File: src/rtl/dacser_pkg.sv
package dacser_pkg;

  typedef enum logic [2:0] {
    ST_IDLE,
    ST_LOW,
    ST_HIGH,
    ST_GAP,
    ST_LATCH,
    ST_RECOVER
  } tx_state_e;

  function automatic int unsigned ceil_div(input int unsigned num, input int unsigned den);
    return (num + den - 1) / den;
  endfunction

  function automatic int unsigned max_u(input int unsigned a, input int unsigned b);
    return (a > b) ? a : b;
  endfunction

endpackage

File: src/rtl/dacser_phase_cnt.sv
module dacser_phase_cnt #(
  parameter int unsigned CNT_W = 4
) (
  input  logic             clk,
  input  logic             rst,
  input  logic             load,
  input  logic [CNT_W-1:0] load_val,
  output logic             expired
);

  logic [CNT_W-1:0] cnt_q;

  always_ff @(posedge clk) begin
    if (rst) begin
      cnt_q <= '0;
    end else if (load) begin
      cnt_q <= load_val;
    end else if (cnt_q != '0) begin
      cnt_q <= cnt_q - 1'b1;
    end
  end

  assign expired = (cnt_q == '0);

  // a running phase count steps down by one each cycle
  a_r4_count_steps: assert property (@(posedge clk) disable iff (rst)
    (!$past(load) && $past(cnt_q) != '0) |-> (cnt_q == $past(cnt_q) - 1'b1));

endmodule

File: src/rtl/dacser_shreg.sv
module dacser_shreg #(
  parameter int unsigned W = 18
) (
  input  logic         clk,
  input  logic         rst,
  input  logic         load,
  input  logic         shift,
  input  logic [W-1:0] din,
  output logic         msb
);

  logic [W-1:0] word_q;

  always_ff @(posedge clk) begin
    if (rst) begin
      word_q <= '0;
    end else if (load) begin
      word_q <= din;
    end else if (shift) begin
      word_q <= {word_q[W-2:0], 1'b0};
    end
  end

  assign msb = word_q[W-1];

  // a new sample is never captured in the same cycle a bit is advanced
  a_r2_load_shift_apart: assert property (@(posedge clk) disable iff (rst)
    !(load && shift));

endmodule

File: src/rtl/dacser_ctrl.sv
module dacser_ctrl
  import dacser_pkg::*;
#(
  parameter int unsigned W          = 18,
  parameter int unsigned CNT_W      = 4,
  parameter int unsigned LOW_CYC    = 5,
  parameter int unsigned HIGH_CYC   = 5,
  parameter int unsigned GAP_CYC    = 1,
  parameter int unsigned STROBE_CYC = 5,
  parameter int unsigned REC_CYC    = 5
) (
  input  logic             clk,
  input  logic             rst,
  input  logic             in_valid,
  output logic             in_ready,
  input  logic             tmr_exp,
  output logic             tmr_load,
  output logic [CNT_W-1:0] tmr_val,
  output logic             sr_load,
  output logic             sr_shift,
  output logic             bclk,
  output logic             latch_n,
  output logic             done
);

  localparam int unsigned BIT_W = (W > 1) ? $clog2(W) : 1;
  localparam logic [BIT_W-1:0] LAST_BIT = BIT_W'(W - 1);

  tx_state_e        state_q, state_d;
  logic [BIT_W-1:0] bit_q;
  logic             bclk_q, latch_n_q, done_q;
  logic             last_bit;

  assign last_bit = (bit_q == LAST_BIT);
  assign in_ready = (state_q == ST_IDLE);

  always_comb begin
    state_d  = state_q;
    tmr_load = 1'b0;
    tmr_val  = '0;
    sr_load  = 1'b0;
    sr_shift = 1'b0;
    unique case (state_q)
      ST_IDLE: begin
        if (in_valid) begin
          sr_load  = 1'b1;
          tmr_load = 1'b1;
          tmr_val  = CNT_W'(LOW_CYC - 1);
          state_d  = ST_LOW;
        end
      end
      ST_LOW: begin
        if (tmr_exp) begin
          tmr_load = 1'b1;
          tmr_val  = CNT_W'(HIGH_CYC - 1);
          state_d  = ST_HIGH;
        end
      end
      ST_HIGH: begin
        if (tmr_exp) begin
          tmr_load = 1'b1;
          if (last_bit) begin
            tmr_val = CNT_W'(GAP_CYC - 1);
            state_d = ST_GAP;
          end else begin
            sr_shift = 1'b1;
            tmr_val  = CNT_W'(LOW_CYC - 1);
            state_d  = ST_LOW;
          end
        end
      end
      ST_GAP: begin
        if (tmr_exp) begin
          tmr_load = 1'b1;
          tmr_val  = CNT_W'(STROBE_CYC - 1);
          state_d  = ST_LATCH;
        end
      end
      ST_LATCH: begin
        if (tmr_exp) begin
          tmr_load = 1'b1;
          tmr_val  = CNT_W'(REC_CYC - 1);
          state_d  = ST_RECOVER;
        end
      end
      ST_RECOVER: begin
        if (tmr_exp) state_d = ST_IDLE;
      end
      default: state_d = ST_IDLE;
    endcase
  end

  always_ff @(posedge clk) begin
    if (rst) begin
      state_q   <= ST_IDLE;
      bit_q     <= '0;
      bclk_q    <= 1'b0;
      latch_n_q <= 1'b1;
      done_q    <= 1'b0;
    end else begin
      state_q   <= state_d;
      bclk_q    <= (state_d == ST_HIGH);
      latch_n_q <= (state_d != ST_LATCH);
      done_q    <= (state_q == ST_LATCH) && (state_d == ST_RECOVER);
      if (state_q == ST_IDLE) begin
        bit_q <= '0;
      end else if (sr_shift) begin
        bit_q <= bit_q + 1'b1;
      end
    end
  end

  assign bclk    = bclk_q;
  assign latch_n = latch_n_q;
  assign done    = done_q;

  // the strobe falls only once the last bit has been clocked
  a_r6_strobe_after_last: assert property (@(posedge clk) disable iff (rst)
    $fell(latch_n_q) |-> (bit_q == LAST_BIT));

  // completion pulse coincides with the strobe returning high
  a_r9_done_on_release: assert property (@(posedge clk) disable iff (rst)
    done_q |-> (latch_n_q && !$past(latch_n_q)));

  // ready is offered only with both serial lines at rest
  a_r2_ready_at_rest: assert property (@(posedge clk) disable iff (rst)
    in_ready |-> (!bclk_q && latch_n_q));

  // the bit index never passes the word length
  a_r3_bit_bound: assert property (@(posedge clk) disable iff (rst)
    bit_q <= LAST_BIT);

endmodule

File: src/rtl/serial_dac_tx.sv
module serial_dac_tx
  import dacser_pkg::*;
#(
  parameter int unsigned WORD_BITS  = 18,
  parameter int unsigned SYS_CLK_PS = 8000
) (
  input  logic                 clk,
  input  logic                 rst,
  input  logic                 smp_valid,
  output logic                 smp_ready,
  input  logic [WORD_BITS-1:0] smp_data,
  output logic                 dac_bclk,
  output logic                 dac_sdata,
  output logic                 dac_latch_n,
  output logic                 word_done
);

  localparam int unsigned MIN_PERIOD_PS = (WORD_BITS == 18) ? 74100 : 80000;
  localparam int unsigned PHASE_PS      = max_u(30000, ceil_div(MIN_PERIOD_PS, 2));
  localparam int unsigned LOW_CYC       = max_u(ceil_div(PHASE_PS, SYS_CLK_PS),
                                                ceil_div(30000, SYS_CLK_PS));
  localparam int unsigned HIGH_CYC      = max_u(ceil_div(PHASE_PS, SYS_CLK_PS),
                                                ceil_div(15000, SYS_CLK_PS));
  localparam int unsigned STROBE_CYC    = max_u(1, ceil_div(40000, SYS_CLK_PS));
  localparam int unsigned LEAD_CYC      = ceil_div(40000, SYS_CLK_PS);
  localparam int unsigned GAP_CYC       = (LEAD_CYC > HIGH_CYC + 1) ? (LEAD_CYC - HIGH_CYC) : 1;
  localparam int unsigned REC_CYC       = max_u(1, ceil_div(40000, SYS_CLK_PS));
  localparam int unsigned MAX_CYC       = max_u(max_u(LOW_CYC, HIGH_CYC),
                                                max_u(max_u(STROBE_CYC, GAP_CYC), REC_CYC));
  localparam int unsigned CNT_W         = $clog2(MAX_CYC + 1);

  logic             tmr_load, tmr_exp;
  logic [CNT_W-1:0] tmr_val;
  logic             sr_load, sr_shift;

  dacser_phase_cnt #(.CNT_W(CNT_W)) u_tmr (
    .clk      (clk),
    .rst      (rst),
    .load     (tmr_load),
    .load_val (tmr_val),
    .expired  (tmr_exp)
  );

  dacser_shreg #(.W(WORD_BITS)) u_shreg (
    .clk   (clk),
    .rst   (rst),
    .load  (sr_load),
    .shift (sr_shift),
    .din   (smp_data),
    .msb   (dac_sdata)
  );

  dacser_ctrl #(
    .W          (WORD_BITS),
    .CNT_W      (CNT_W),
    .LOW_CYC    (LOW_CYC),
    .HIGH_CYC   (HIGH_CYC),
    .GAP_CYC    (GAP_CYC),
    .STROBE_CYC (STROBE_CYC),
    .REC_CYC    (REC_CYC)
  ) u_ctrl (
    .clk      (clk),
    .rst      (rst),
    .in_valid (smp_valid),
    .in_ready (smp_ready),
    .tmr_exp  (tmr_exp),
    .tmr_load (tmr_load),
    .tmr_val  (tmr_val),
    .sr_load  (sr_load),
    .sr_shift (sr_shift),
    .bclk     (dac_bclk),
    .latch_n  (dac_latch_n),
    .done     (word_done)
  );

  // data holds steady for the whole high phase of the bit clock
  a_r5_data_steady_high: assert property (@(posedge clk) disable iff (rst)
    (dac_bclk && $past(dac_bclk)) |-> $stable(dac_sdata));

  // strobe and bit clock are never active together
  a_r6_no_overlap: assert property (@(posedge clk) disable iff (rst)
    !(dac_bclk && !dac_latch_n));

endmodule

File: config.mk
export PLATFORM = sky130hd
export DESIGN_NAME = serial_dac_tx
export DESIGN_NICKNAME = d
export VERILOG_FILES = /design/src/rtl/dacser_pkg.sv /design/src/rtl/dacser_phase_cnt.sv /design/src/rtl/dacser_shreg.sv /design/src/rtl/dacser_ctrl.sv /design/src/rtl/serial_dac_tx.sv
export SDC_FILE = /design/constraint.sdc
export NUM_CORES = 1
export LEC_CHECK = 0
export CAP_MARGIN = 15
export CORE_ASPECT_RATIO = 0.7
export CORE_MARGIN = 8
export CORE_UTILIZATION = 30
export DETAILED_ROUTE_END_ITERATION = 16
export PLACE_DENSITY = 0.62
export SETUP_SLACK_MARGIN = 0.1
export SLEW_MARGIN = 10
export SYNTH_ARGS = -nofsm -noshare
export SYNTH_HDL_FRONTEND = slang
export SYNTH_SLANG_ARGS = --single-unit
File: constraint.sdc
create_clock -name clk -period 1.9 [get_ports clk]
set_input_delay 0.38 -clock clk [delete_from_list [all_inputs] [get_ports clk]]
set_output_delay 0.38 -clock clk [all_outputs]
set_load 0.02 [all_outputs]
==> results_dict.tcl, run 1 <==
set metrics [dict create \
    io_buffers 25 \
    share_seq_of_total_power 0.345 \
    cp_cell_sequence "nor3_4, dlygate4sd2_1" \
    drv_cap 0 \
    crit_start_category "register" \
    clock-root-buffer "clkbuf_8" \
    reg2reg_slack_ns 0.26 \
    post_cts_hold_buffer_count 0 \
    most_common_cell_after_layout_fill_and_taps_aside "nor2_1" \
    maxSlewHeadroom 0.731 \
    drt_pass1_iterations 4 \
    endpoint_of_the_worst_register_to_register_path "u_shreg.word_q[5]" \
    die-area_mm2 0.00835 \
    period_needed_ns 1.66 \
    synth-seq-cells 32 \
    report.final.slew_viol_count 0 \
    post_cts_resize_count 1 \
    cts_inserted_buffers 5 \
    layout_common_cells "nor2_1, dfxtp_1, clkdlybuf4s50_1, a2111oi_2, buf_4" \
    cp_data_required_time_ns 1.52 \
    holdPathStages 2 \
    timing.setup.critical_path_class "register to output pin" \
    achievable-frequency_mhz 601 \
    floorplan.core_area_mm2 0.00558 \
    power_frac_comb 0.451 \
    hold_viol_final 0 \
    powerDensity_mw_per_mm2 1280 \
    post_synth_num_cell_types 44 \
    finalHoldWorstSlack_ns 0.501 \
    routedWlPerCell_um 12.5 \
    instances_no_fill 293 \
    route.detailed.vias_per_inst 4.84 \
    worst_setup_path_end_kind "output pin" \
    cts_htree_levels 2 \
    detail_route.drc_violations 0 \
    antenna_left 0 \
    placed_cells_incl_taps 286 \
    cpLargestDelayFamily "buffers and inverters" \
    die_w_um 106 \
    min_to "u_ctrl.bit_q[1]" \
    holdCritPathClass "register to register" \
    delay_of_the_slowest_cell_on_the_worst_path_ns 0.37 \
    final.period_utilization 0.876 \
    cts_post_setup_buffers_inserted 0 \
    chipHeight_um 78.9 \
    track_usage 0.0938 \
    timing.rr.start "u_tmr.cnt_q[0]" \
    yosys_warnings 0 \
    setup_ws_ns 0.235 \
    post_route_cells_drive_above_1_share 0.193 \
    cp_slowest_cell "dlygate4sd2_1" \
    grt.overflow.total 0 \
    clk_pin_slew_ns 0.07 \
    synth.yosys.seq_area_share 0.378 \
    io_pins 26 \
    total_inserted_antenna_cells 0 \
    net-switching-power_w 0.00101 \
    row_count 23 \
    initial_antenna_violation_count 0 \
    fin_nets 243 \
    path_buf_inv 1 \
    gpl.final_weighted_congestion 0.781 \
    power.internal_w 0.00173 \
    area.growth.synth_to_final_pct 27.0 \
    synth_area_per_cell_um2 8.96 \
    postSynthCellCount 189 \
    timing.clock.skew_ns 0.00938 \
    place_worst_setup_slack_ns -0.0329 \
    critical_path_arrival_ns 1.28 \
    synthesis.area_mm2 0.00169 \
    worstPathMaxFanout 5 \
    swShare 0.370 \
    fin_area_mm2 0.00215 \
    cts_tree "built" \
    post-route-util 0.385 \
    cts.sinks 32 \
    leakage_component_of_the_power_nw 0.795 \
    power.share.clock 0.203 \
    hp-start "u_ctrl.bit_q[1]" \
    wire_length_of_the_first_global_routing_pass_um 6340 \
    hpwl_detailed_um 2640 \
    first_global_vias 1380 \
    start_util 0.303 \
    status "finished clean" \
    depth_of_the_worst_register_to_register_path 7 \
    clk-insertion-delay-late_ns 0.28 \
    via_count 1417 \
    drt-total-wl_um 3650 \
    postPlaceCellArea_mm2 0.00205 \
    vdd_drop_max_mv 0.383 \
    drt_first_iter_violations 81 \
    timing_worst_slew_pin_value_ns 0.393 \
    grt_start_max_net_pins 34 \
    clockBufferDepth 2 \
    syn_nets 214 \
    rsz_0062_raised_after_global_routing "no" \
    final-setup-viol-count 0 \
]
[per-stage QoR]
stage,power (W),TNS [ns]
6_report,0.00275,0
5_1_grt,0.00295,0
4_1_cts,0.00277,0
3_5_place_dp,0.00221,-0.0453
3_3_place_gp,0.00218,0
2_1_floorplan,0.00191,0
[tightest hold or removal path, stage by stage, from the launching register on]
cell	delay, ns
dfxtp_1	0.34
nand2_1	0.07
a21oi_1	0.05
[registers in the layout, summed over array words and instances (netlist names)]
| signal | flops |
|---|---|
| u_ctrl.done | 1 |
| u_ctrl.bclk | 1 |
| u_ctrl.state_q | 3 |
| u_ctrl.bit_q | 5 |
| u_ctrl.latch_n | 1 |
| u_tmr.cnt_q | 3 |
| u_shreg.word_q | 18 |
[worst max-delay path by stage]
stage	from	endpoint	slack (ns)	cells after the start
floorplan	u_tmr.cnt_q[0]	u_shreg.word_q[10]	0.27	8
global placement	smp_valid	u_shreg.word_q[12]	0.05	4
detailed placement	smp_valid	u_shreg.word_q[5]	-0.03	4
CTS	u_ctrl.state_q[1]	u_shreg.word_q[5]	0.17	4
global route	u_tmr.cnt_q[0]	u_ctrl.bclk	0.14	7
finish	u_ctrl.state_q[1]	smp_ready	0.24	2
[layer usage]
layer,up-vias,part of all wire,track usage
li1,728,-,-
met1,660,0.46,0.112
met2,24,0.47,0.149
met3,5,0.050,0.0299
met4,0,0.013,0.0476
met5,-,0,0
[cell type report]
class,count,area [µm²]
Clock buffer,7,96.3
Inverter,4,15.0
Tap cell,75,93.8
Fill cell,587,3430
Sequential cell,32,641
Multi-Input combinational cell,139,950
Timing Repair Buffer,36,357
[power by group through the flow]
stage	logic [W]	clock network, W	registers, W
floorplan	0.000956	0	0.000954
global placement	0.00122	0	0.000958
detailed placement	0.00125	0	0.000960
CTS	0.00124	0.000580	0.000947
global route	0.00138	0.000603	0.000968
finish	0.00124	0.000558	0.000948
[synthesized netlist by cell type (all sizes together)]
library cell	n	share of area
and2b	1	0.0044
a211oi	1	0.0044
and3b	1	0.0052
mux2i	2	0.012
nor2	54	0.12
nor2b	2	0.0074
o211ai	2	0.0089
o22ai	1	0.0037
o21ai	4	0.012
a31oi	2	0.0074
or2	3	0.011
a2111oi	17	0.15
nand4bb	1	0.0096
and2	3	0.012
buf	8	0.040
nand2	7	0.016
nand3b	2	0.0089
nor3	5	0.021
nand4	3	0.011
nand3	2	0.013
o2111a	1	0.0066
a21oi	8	0.024
o21a	1	0.0044
ha	4	0.030
or4	1	0.0044
inv	4	0.0089
a21o	1	0.0044
dfxtp	32	0.38
a311oi	1	0.0052
nand2b	3	0.013
xor2	4	0.021
o41ai	2	0.010
clkbuf	6	0.016
[cells by family (layout without fill, tap and decap cells)]
| kind of cell | Yosys count | count (layout) | synth area share |
|---|---|---|---|
| and+or+nand+nor | 88 | 88 | 0.258 |
| xor gates and xnor gates | 4 | 4 | 0.0207 |
| muxes | 2 | 2 | 0.0118 |
| adders and majority gates | 4 | 4 | 0.0295 |
| AOI/OAI and AO/OA | 41 | 41 | 0.238 |
| buffers and inverters | 18 | 47 | 0.0643 |
| DFF | 32 | 32 | 0.378 |
Power figures use the tool's default switching activity.
==> run 2: changes to the inputs <==
--- a/config.mk
+++ b/config.mk
@@ -9,10 +9,11 @@
 export CORE_ASPECT_RATIO = 0.7
 export CORE_MARGIN = 8
 export CORE_UTILIZATION = 30
+export CTS_BUF_LIST = sky130_fd_sc_hd__clkbuf_2 sky130_fd_sc_hd__clkbuf_4 sky130_fd_sc_hd__clkbuf_8
 export DETAILED_ROUTE_END_ITERATION = 16
 export PLACE_DENSITY = 0.62
 export SETUP_SLACK_MARGIN = 0.1
-export SLEW_MARGIN = 10
+export SLEW_MARGIN = 25
 export SYNTH_ARGS = -nofsm -noshare
 export SYNTH_HDL_FRONTEND = slang
 export SYNTH_SLANG_ARGS = --single-unit
==> results of run 2 <==
No change in the layout: final DEF, timing and power equal those of run 1.
